--- src/rtl/pis_pkg.sv ---
package pis_pkg;

    localparam int DW     = 32;
    localparam int AW     = 2;

    // status / enable bit positions
    localparam int B_D2H  = 0;
    localparam int B_PIO  = 1;
    localparam int B_DMA  = 2;
    localparam int B_SDB  = 3;
    localparam int B_UFRM = 4;
    localparam int B_DESC = 5;
    localparam int B_CONN = 6;
    localparam int B_ILCK = 7;
    localparam int B_TFE  = 8;
    localparam int B_HBF  = 9;
    localparam int B_CPD  = 10;
    localparam int NSTAT  = 8;   // status bits 0..7
    localparam int NEN    = 10;  // writable enable bits 0..9

    // diagnostic bit positions
    localparam int DG_F   = 0;
    localparam int DG_X   = 1;
    localparam int NDIAG  = 2;

    // plain write-1-clear bank
    localparam int NPLAIN = 6;

    typedef enum logic [AW-1:0] {
        A_STAT = 2'd0,
        A_EN   = 2'd1,
        A_DIAG = 2'd2,
        A_RSVD = 2'd3
    } addr_e;

    typedef struct packed {
        logic ilock;
        logic desc;
        logic sdb;
        logic dma;
        logic pio;
        logic d2h;
    } plain_ev_t;

    // map a plain-bank index to its status bit position
    function automatic int plain_pos(input int idx);
        case (idx)
            0: return B_D2H;
            1: return B_PIO;
            2: return B_DMA;
            3: return B_SDB;
            4: return B_DESC;
            default: return B_ILCK;
        endcase
    endfunction

    function automatic logic [DW-1:0] low_mask(input int n);
        logic [DW-1:0] m;
        for (int i = 0; i < DW; i++) m[i] = (i < n);
        return m;
    endfunction

endpackage

--- src/rtl/pis_w1c_bank.sv ---
module pis_w1c_bank #(
    parameter int N = 4
) (
    input  logic         clk,
    input  logic         rst,
    input  logic [N-1:0] set,
    input  logic [N-1:0] clr,
    input  logic [N-1:0] keep,
    output logic [N-1:0] q
);
    for (genvar i = 0; i < N; i++) begin : g_bit
        always_ff @(posedge clk) begin
            if (rst)
                q[i] <= 1'b0;
            else
                q[i] <= (set[i] | (q[i] & ~clr[i])) & keep[i];
        end
    end
endmodule

--- src/rtl/pis_enable_reg.sv ---
module pis_enable_reg
    import pis_pkg::*;
#(
    parameter int W = NEN
) (
    input  logic          clk,
    input  logic          rst,
    input  logic          we,
    input  logic [DW-1:0] wdata,
    output logic [W-1:0]  en_q
);
    always_ff @(posedge clk) begin
        if (rst)
            en_q <= '0;
        else if (we)
            en_q <= wdata[W-1:0];
    end
endmodule

--- src/rtl/pis_irq_agg.sv ---
module pis_irq_agg
    import pis_pkg::*;
(
    input  logic             clk,
    input  logic             rst,
    input  logic [NSTAT-1:0] stat,
    input  logic [NEN-1:0]   en,
    input  logic             tf_err,
    input  logic             hbf_err,
    input  logic             glb_ie,
    output logic             irq_q
);
    logic [NEN-1:0] src;

    always_comb begin
        src[NSTAT-1:0] = stat & en[NSTAT-1:0];
        src[B_TFE]     = tf_err  & en[B_TFE];
        src[B_HBF]     = hbf_err & en[B_HBF];
    end

    always_ff @(posedge clk) begin
        if (rst)
            irq_q <= 1'b0;
        else
            irq_q <= glb_ie & (|src);
    end
endmodule

--- src/rtl/pis_port_irq.sv ---
module pis_port_irq
    import pis_pkg::*;
(
    input  logic          clk,
    input  logic          rst,
    input  logic          reg_wr,
    input  logic [AW-1:0] reg_addr,
    input  logic [DW-1:0] reg_wdata,
    output logic [DW-1:0] reg_rdata,
    input  logic          ev_d2h,
    input  logic          ev_pio,
    input  logic          ev_dma,
    input  logic          ev_sdb,
    input  logic          ev_desc,
    input  logic          ev_ufrm_post,
    input  logic          ev_ilock,
    input  logic          diag_set_x,
    input  logic          diag_set_f,
    input  logic          tf_err,
    input  logic          hbf_err,
    input  logic          ilock_supported,
    input  logic          glb_ie,
    output logic          port_irq
);
    addr_e            sel;
    logic             wr_stat, wr_en, wr_diag;
    plain_ev_t        pev;
    logic [NPLAIN-1:0] p_set, p_clr, p_keep, p_q;
    logic [NDIAG-1:0] d_set, d_clr, d_q;
    logic             ufrm_q, f_sw_clr;
    logic [NSTAT-1:0] stat_vec;
    logic [NEN-1:0]   en_q;

    assign sel     = addr_e'(reg_addr);
    assign wr_stat = reg_wr && (sel == A_STAT);
    assign wr_en   = reg_wr && (sel == A_EN);
    assign wr_diag = reg_wr && (sel == A_DIAG);

    assign pev = '{ilock: ev_ilock, desc: ev_desc, sdb: ev_sdb,
                   dma: ev_dma, pio: ev_pio, d2h: ev_d2h};

    // plain write-1-clear status bits
    for (genvar i = 0; i < NPLAIN; i++) begin : g_plain
        localparam int POS = plain_pos(i);
        assign p_set[i]  = pev[i];
        assign p_clr[i]  = wr_stat & reg_wdata[POS];
        assign p_keep[i] = (POS == B_ILCK) ? ilock_supported : 1'b1;
        assign stat_vec[POS] = p_q[i];
    end

    pis_w1c_bank #(.N(NPLAIN)) i_plain (
        .clk (clk), .rst (rst), .set (p_set), .clr (p_clr),
        .keep(p_keep), .q (p_q)
    );

    // diagnostic flags
    assign d_set[DG_F] = diag_set_f;
    assign d_set[DG_X] = diag_set_x;
    assign d_clr       = {NDIAG{wr_diag}} & reg_wdata[NDIAG-1:0];

    pis_w1c_bank #(.N(NDIAG)) i_diag (
        .clk (clk), .rst (rst), .set (d_set), .clr (d_clr),
        .keep({NDIAG{1'b1}}), .q (d_q)
    );

    // unknown-frame: set on post, cleared by software clearing diag F
    assign f_sw_clr = d_clr[DG_F];

    always_ff @(posedge clk) begin
        if (rst)
            ufrm_q <= 1'b0;
        else if (ev_ufrm_post)
            ufrm_q <= 1'b1;
        else if (f_sw_clr)
            ufrm_q <= 1'b0;
    end

    assign stat_vec[B_UFRM] = ufrm_q;
    assign stat_vec[B_CONN] = d_q[DG_X];

    pis_enable_reg #(.W(NEN)) i_en (
        .clk (clk), .rst (rst), .we (wr_en), .wdata (reg_wdata), .en_q (en_q)
    );

    pis_irq_agg i_agg (
        .clk (clk), .rst (rst), .stat (stat_vec), .en (en_q),
        .tf_err (tf_err), .hbf_err (hbf_err), .glb_ie (glb_ie),
        .irq_q (port_irq)
    );

    // read mux; reserved bits and the cold-presence enable read 0
    always_comb begin
        reg_rdata = '0;
        case (sel)
            A_STAT: reg_rdata[NSTAT-1:0] = stat_vec;
            A_EN:   reg_rdata[NEN-1:0]   = en_q;
            A_DIAG: reg_rdata[NDIAG-1:0] = d_q;
            default: reg_rdata = '0;
        endcase
    end
endmodule

--- config.mk ---
export PLATFORM = sky130hd
export DESIGN_NAME = pis_port_irq
export DESIGN_NICKNAME = d
export VERILOG_FILES = /design/src/rtl/pis_pkg.sv /design/src/rtl/pis_w1c_bank.sv /design/src/rtl/pis_enable_reg.sv /design/src/rtl/pis_irq_agg.sv /design/src/rtl/pis_port_irq.sv
export SDC_FILE = /design/constraint.sdc
export NUM_CORES = 1
export LEC_CHECK = 0
export BUFFER_PORTS_ARGS = -buffer_cell sky130_fd_sc_hd__clkbuf_2
export CAP_MARGIN = 25
export CORE_ASPECT_RATIO = 1.5
export CORE_MARGIN = 1
export CORE_UTILIZATION = 39
export DETAILED_ROUTE_END_ITERATION = 12
export PLACE_DENSITY_LB_ADDON = 0.08
export SYNTH_ARGS = -nofsm -noshare
export SYNTH_HDL_FRONTEND = slang
export SYNTH_SLANG_ARGS = --single-unit
--- constraint.sdc ---
create_clock -name clk -period 1.25 [get_ports clk]
set_clock_uncertainty 0.2 [all_clocks]
set_input_delay 0.125 -clock clk [delete_from_list [all_inputs] [get_ports clk]]
set_output_delay 0.125 -clock clk [all_outputs]
set_load 0.1 [all_outputs]
; ---- After elaboration in Yosys (flattened, before gate mapping)
; Index checks and enable logic that the tools add are counted.
[classes]
eq_ne = 2
n_mux = 5
bitwise_logic = 36
reduce_logical = 6
[ops]
columns = operator, count
row1 = $and A1 B1 Y1, 18
row2 = $pmux W6 S2, 1
row3 = $reduce_or A10 Y1, 1
row4 = $and A8 B8 Y8, 1
row5 = $not A1 Y1, 8
row6 = $or A1 B1 Y1, 8
row7 = $pmux W2 S3, 1
row8 = $logic_and A1 B1 Y1, 3
row9 = $and A2 B2 Y2, 1
row10 = $eq A2 B1 Y1 const B, 1
row11 = $eq A2 B2 Y1 const B, 1
row12 = $logic_not A2 Y1, 1
row13 = $mux W1, 2
row14 = $mux W2, 1
row15 = $reduce_bool A2 Y1, 1
[totals]
ff_bits = 20

; ---- Depth between registers and ports, before layout
; Gate-level depths: netlist of run 1.
[depth]
ltp_word = 7
ltp_mapped = 4
mapped_depth_nobuf = 3

; ---- Cells and area by module
; From an unflattened synthesis of run 1, not the netlist that was laid out.
[unflattened]
hier_cells = 127
hier_area_um2 = 1197.4
[by_module_without_submodules]
columns = module, n_inst, cells_each, area_per_inst_um2, seq_area_each_um2
row1 = pis_port_irq, 1, 61, 459.2, 20.0
row2 = pis_enable_reg, 1, 32, 352.8, 200.2
row3 = pis_w1c_bank (i_plain), 1, 19, 221.5, 120.1
row4 = pis_irq_agg, 1, 8, 87.6, 20.0
row5 = pis_w1c_bank (i_diag), 1, 7, 76.3, 40.0

; ---- Worst setup path before layout of run 1
; OpenSTA, ideal clock, no wires.
[synth_path]
path_type = reg2out
start = reg i_diag.q[1]
end = out reg_rdata[1]
arrival_ns = 2.521
t_required_ns = 0.925
path_slack_ns = -1.596
path_stages_with_launch = 3
path_buffers = 0
cell_sequence = dfxtp_1 > mux2i_1 > o21ai_0
[synth_via]
elab_chain_len = 1
[synth_rtl]
columns = element, line
row1 = start: declaration, pis_w1c_bank.sv:9  ; output logic [N-1:0] q
row2 = start signal: indexed assignment, pis_w1c_bank.sv:16  ; q[i] <= (set[i] | (q[i] & ~clr[i])) & keep[i];
row3 = $pmux W2 S3, pis_port_irq.sv:94  ; case (sel)
row4 = end: declaration, pis_port_irq.sv:9  ; output logic [DW-1:0] reg_rdata,
; Every way passes these cells.

; ---- Final worst setup path of run 1
[layout_path]
start = reg i_en.en_q[5]
end = out reg_rdata[5]
[layout_via]
elab_chain_len = 1
[layout_rtl]
columns = element, line
row1 = start: declaration, pis_enable_reg.sv:10  ; output logic [W-1:0] en_q
row2 = start signal: assignment, pis_enable_reg.sv:16  ; en_q <= wdata[W-1:0];
row3 = $pmux W6 S2, pis_port_irq.sv:94
; Every way passes these cells.

==> results of run 1 <==
cells by family after synthesis:
group	count (synthesis)
flops	20
simple gates	37
mux	10
other cells	1
buf+inv	41
compound gates	31
cells in the final DEF (no fill, tap or decap), drive strengths merged:
master	n
a21oi	17
a221oi	2
a22o	2
a22oi	1
a311oi	1
and2	2
and2b	1
buf	37
clkbuf	30
conb	22
dfxtp	20
dlygate4sd3	22
inv	13
mux2i	10
nand2	10
nand2b	1
nand3	8
nand3b	1
nand4b	2
nor2	11
o21ai	8
or3b	1
routing by layer:
metal,vias up,track usage (%),wire length (um)
met4,0,9.85,63
met2,36,42.1,1820
met1,573,22.6,1200
met3,9,2.94,82
met5,-,0,0
li1,588,-,-
final cells by class:
cell class	count	area (um^2)	share of cell area [%]
clock buffer	4	55.1	2.67
inverter	13	48.8	2.37
multi-input combinational	100	714	34.7
sequential	20	423	20.5
tap	37	46.3	2.25
timing repair buffer	85	773	37.5
timing repair:
item	CTS	global route
setup buffers	8	1
resized for setup	26	7
hold buffers	22	0
gates cloned	0	0
endpoints found under the setup margin	11	12
pin swaps	4	3
endpoints found under the hold margin	20	0
stage by stage:
step	setup WS, ns	total power, uW	std cells
finish	-0.147	2020	259
global route	-0.183	2100	259
CTS	-0.157	2010	258
detailed placement	-0.0506	1410	224
global placement	-0.0326	1410	224
floorplan	-0.0783	1300	161
synthesized netlist by cell type:
master | number | area (um^2)
a22o_1 | 2 | 17.5
clkbuf_1 | 1 | 3.75
nand2_1 | 10 | 37.5
a21oi_1 | 17 | 85.1
mux2i_1 | 10 | 100
and2_1 | 2 | 12.5
o21ai_1 | 6 | 30.0
nand4b_1 | 2 | 17.5
conb_1 | 1 | 3.75
a22oi_1 | 1 | 7.51
a221oi_1 | 2 | 17.5
nand3b_2 | 1 | 11.3
nand2b_1 | 1 | 6.26
buf_2 | 5 | 25.0
o21ai_0 | 2 | 10.0
buf_4 | 22 | 165
nor2_1 | 11 | 41.3
and2b_1 | 1 | 7.51
a311oi_1 | 1 | 8.76
dfxtp_1 | 20 | 400
inv_1 | 13 | 48.8
nand3_1 | 8 | 40.0
or3b_4 | 1 | 11.3
path summary, 6_finish.rpt:
| check | start | slack, ns | cells past startpoint | endpoint |
|---|---|---|---|---|
| worst max-delay path | i_en.en_q[5] | -0.15 | 4 | reg_rdata[5] |
| worst min-delay path | hbf_err | 0.05 | 3 | i_agg.irq_q |
| worst max register to register | i_en.en_q[5] | -0.05 | 4 | i_agg.irq_q |
| worst min register to register | i_en.en_q[8] | 0.27 | 2 | i_en.en_q[8] |
worst min-delay path, delay by kind of cell:
kind                   cells  cell delay [ns]
AO/OA/AOI/OAI              2             0.24
buffers and inverters      1             0.09
power breakdown:
group | internal [uW] | total, uW | switching [uW]
combinational | 262 | 818 | 556
sequential | 674 | 708 | 34.0
clock | 281 | 496 | 216
total | 1220 | 2020 | 806
sequential cells by signal, summed over array words and instances (netlist names):
| register | count |
|---|---|
| ufrm_q | 1 |
| i_agg.irq_q | 1 |
| i_diag.q | 2 |
| i_plain.q | 6 |
| i_en.en_q | 10 |
==> impl_metrics.csv, run 1 <==
group,metric,value,unit
run_status,outcome,"finished, violations left",
run_status,violations,"setup timing",
critical_path,crit_chain,"buf_6, mux2i_4, nor2_4, buf_12",
clock_tree,cts_made_buffers,3,
timing,hold_violations,0,
synthesis,synthCells,140,
placement,port_buffers,38,
synthesis,ys_seq_area_share,36.1,%
global_routing,grt_pass1_wl,4.96,mm
detailed_routing,wirelength,3.16,mm
power_and_ir_drop,powerDensity,982,mW/mm^2
floorplan,die_x,45.5,um
critical_path,critPathSlowestCell,"dfxtp_2",
layout,fillers,202,
clock_tree,htree_levels,1,
detailed_routing,drt_iter0_drc,21,
global_routing,grt_pass1_vias,1215,
floorplan,die_area,0.00306,mm^2
clock_tree,clkLatencyLatePin,0.26,ns
power_and_ir_drop,peakVddDrop,0.000584,V
detailed_routing,viasPerCell,4.66,
layout,final_util,77.0,%
clock_tree,cts_tree,"done",
detailed_routing,drc,0,
detailed_routing,firstDrtPassIters,4,
job,drv_cap,0,
detailed_routing,antenna_left,0,
critical_path,critPathLaunchType,"flop",
synthesis,synth_fa_ha_area_share,0,%
timing,max_freq,716,MHz
critical_path,critical_path_buf_inv_count,2,
critical_path,path_max_fanout,2,
clock_tree,cts.sinks,20,
timing,finalCritPeriodShare,112,%
floorplan,rows,23,
timing,setup-tns-final,-0.783,ns
floorplan,io-pin-count,83,
timing,holdWs,0.0485,ns
global_routing,grt_overflow,0,
synthesis,synth_seq_cells,20,
placement,placed_area,0.00160,mm^2
layout,syn_to_final_growth,85.9,%
synthesis,synth-compound-area-share,15.9,%
timing,final-max-slew-violation-count,0,
power_and_ir_drop,p_leak,0.000929,uW
synthesis,yosys.area_share.xor_xnor,0,%
synthesis,synthesis.area,0.00111,mm^2
placement,dp.final_hpwl,2.22,mm
critical_path,worstPathRequired,0.93,ns
global_routing,grt_max_degree,12,
synthesis,synth_top_family_by_area,"buffers and inverters",
timing,setup_viol,9,
layout,stdcell_area,0.00206,mm^2
critical_path,path_delay_family,"flip-flops",
detailed_routing,wire_per_inst,12.2,um
global_routing,track_usage,22.1,%
clock_tree,cts-root-buf,"clkbuf_8",
critical_path,max_stage_delay,0.33,ns
synthesis,synth.area.mux_share,9.03,%
detailed_routing,vias,1206,
critical_path,path_class,"flop to output pin",
worst_hold_path,hold_class,"input pin to flop",
layout,n_antenna_cell,0,
global_routing,antenna_found_initial,0,
floorplan,die_h,67.3,um
floorplan,core-area,0.00268,mm^2
critical_path,end_kind,"output pin",
timing,rsz0062_at_grt,"yes",
timing,setup_ws,-0.147,ns
synthesis,syn_avg_cell_area,7.92,um^2
synthesis,synth-simple-area-share,16.7,%
placement,gp_congestion,0.847,
synthesis,synth_warnings,0,
layout,layout-drive-gt1-share,46.8,%
floorplan,start_util,41.4,%
synthesis,synth_cell_types,23,
layout,fin_nets,273,
clock_tree,clk_pin_slew,0.08,ns
critical_path,arrival,1.07,ns
timing,fin_crit,1.40,ns
clock_tree,cts.path.max_buffers,2,
(Power assumes the default switching activity.)
==> inputs of run 2 (changes only) <==
==> constraint.sdc (replaced) <==
create_clock -name clk -period 1.5 [get_ports clk]
set_clock_uncertainty 0.2 [all_clocks]
set_input_delay 0.15 -clock clk [delete_from_list [all_inputs] [get_ports clk]]
set_output_delay 0.15 -clock clk [all_outputs]
set_load 0.1 [all_outputs]
==> run 2 against run 1 <==
  * The flow now finishes without violations
  * Non-clock buffer count is 19 lower
  * Largest power group unchanged
  * Cell area is 15% lower
  * Clock power is 10% higher
  * Via count is 10% lower
  * Critical path type unchanged
  * Sequential power is 19% lower
  * Largest cell class unchanged
  * Die area stayed put
  * Highest routed layer unchanged
  * Worst setup slack better by 0.20 ns
  * Register-to-register slack better by 0.26 ns
  * Hold slack better by 0.072 ns
  * Critical endpoint is now reg_rdata[0]
==> impl_metrics.csv, run 2 (same netlist as run 1, synthesis figures left out) <==
group,metric,value,unit
power_and_ir_drop,powerDensity,980,mW/mm^2
placement,pre_cts_ws,0.157,ns
floorplan,die_x,45.5,um
layout,syn_to_final_growth,57.8,%
power_and_ir_drop,p_leak,0.000831,uW
layout,instances_no_fill,240,
timing,hold_violations,0,
layout,layout-drive-gt1-share,31.0,%
layout,reg.largest.list,"i_en.en_q (10), i_plain.q (6), i_diag.q (2)",
job,drv_cap,0,
timing,setup_viol,0,
detailed_routing,viasPerCell,4.51,
worst_hold_path,min_path_cells,3,
global_routing,grt_overflow,0,
detailed_routing,drc,0,
placement,placed_area,0.00147,mm^2
floorplan,die_area,0.00306,mm^2
power_and_ir_drop,peakVddDrop,0.000645,V
timing,max_freq,692,MHz
critical_path,end_kind,"output pin",
critical_path,arrival,1.10,ns
placement,port_buffers,38,
layout,top_register,"i_en.en_q",
clock_tree,cts_made_buffers,3,
detailed_routing,firstDrtPassIters,4,
layout,largest_register_ffs,10,
run_status,outcome,"finished clean",
worst_hold_path,hold_class,"input pin to flop",
global_routing,grt_pass1_wl,4.25,mm
global_routing,grt_max_degree,21,
detailed_routing,wire_per_inst,11.2,um
floorplan,die_h,67.3,um
placement,dp.final_hpwl,1.96,mm
timing,setup-tns-final,0,ns
critical_path,worstPathRequired,1.15,ns
global_routing,track_usage,19.3,%
detailed_routing,vias,1083,
timing,worst_pin_slew,0.541,ns
clock_tree,htree_levels,1,
critical_path,path_max_fanout,3,
clock_tree,cts.sinks,20,
clock_tree,cts.path.max_buffers,2,
detailed_routing,wirelength,2.68,mm
critical_path,r2r_cells,3,
power_and_ir_drop,fin_total_pwr,1710,uW
layout,layout_common_cells,"clkbuf_2, conb_1, dlygate4sd3_1",
clock_tree,cts-root-buf,"clkbuf_8",
detailed_routing,antenna_left,0,
timing,fin_crit,1.45,ns
critical_path,path_class,"flop to output pin",
floorplan,io-pin-count,83,
timing,setup_ws,0.0542,ns
timing,finalCritPeriodShare,96.4,%
layout,stdcell_area,0.00175,mm^2
clock_tree,cts_tree,"done",
timing,final-max-slew-violation-count,0,
placement,gp_congestion,0.763,
critical_path,critPathLaunchType,"flop",
timing,rsz0062_at_grt,"no",
clock_tree,clkLatencyLatePin,0.26,ns
clock_tree,clk_pin_slew,0.08,ns
layout,final_common_cell,"clkbuf_2",
global_routing,antenna_found_initial,0,
floorplan,core-area,0.00268,mm^2
timing,relSlewSlack,64.1,%
placement,dp.cells,215,
floorplan,start_util,41.4,%
global_routing,grt_pass1_vias,978,
detailed_routing,drt_iter0_drc,16,
floorplan,rows,23,
layout,fin_nets,254,
layout,n_antenna_cell,0,
[run 2: per-stage QoR]
step                hold slack [ns]  util [%]
finish                        0.121      65.4
global route                  0.177      65.4
CTS                           0.134      65.3
detailed placement            0.158      54.7
global placement              0.154      54.7
floorplan                    0.0622         -
[run 2: what timing repair did]
item | 4_1_cts | 5_1_grt
setup endpoints to repair | 0 | 1
gates resized for setup | 0 | 2
buffers inserted | 0 | 0
hold buffers | 21 | 0
endpoints found under the hold margin | 20 | 0
[run 2: layout make-up]
type                            instances  area (um^2)
Clock buffer                            3         41.3
Clock inverter                          1         30.0
Fill cell                             265          927
Inverter                               13         48.8
Multi-Input combinational cell        100          577
Sequential cell                        20          403
Tap cell                               37         46.3
Timing Repair Buffer                   66          603
[run 2: path summary, 6_finish.rpt]
check                    start  slack, ns           end
setup / recovery  i_plain.q[0]       0.05  reg_rdata[0]
hold / removal         hbf_err       0.12   i_agg.irq_q
setup reg to reg  i_en.en_q[4]       0.21   i_agg.irq_q
hold reg to reg   i_en.en_q[9]       0.28  i_en.en_q[9]
[run 2: worst max-delay path, cell delays in order, from the launching register on]
cell and delay, ns:
dfxtp_1 0.36, mux2i_1 0.11, o21ai_4 0.17, buf_12 0.19
[run 2: report_power, final]
| group | internal (uW) | switching (uW) | leakage [uW] |
|---|---|---|---|
| Sequential | 558 | 18.5 | 0.000165 |
| Clock | 356 | 190 | 0.0000357 |
| Combinational | 158 | 432 | 0.000631 |
[run 2: per-layer routing]
metal	vias up	wire, um	global-route usage [%]
li1	549	-	-
met1	498	1110	22.1
met2	32	1450	34.1
met3	4	84	2.41
met4	0	38	9.09
met5	-	0	0
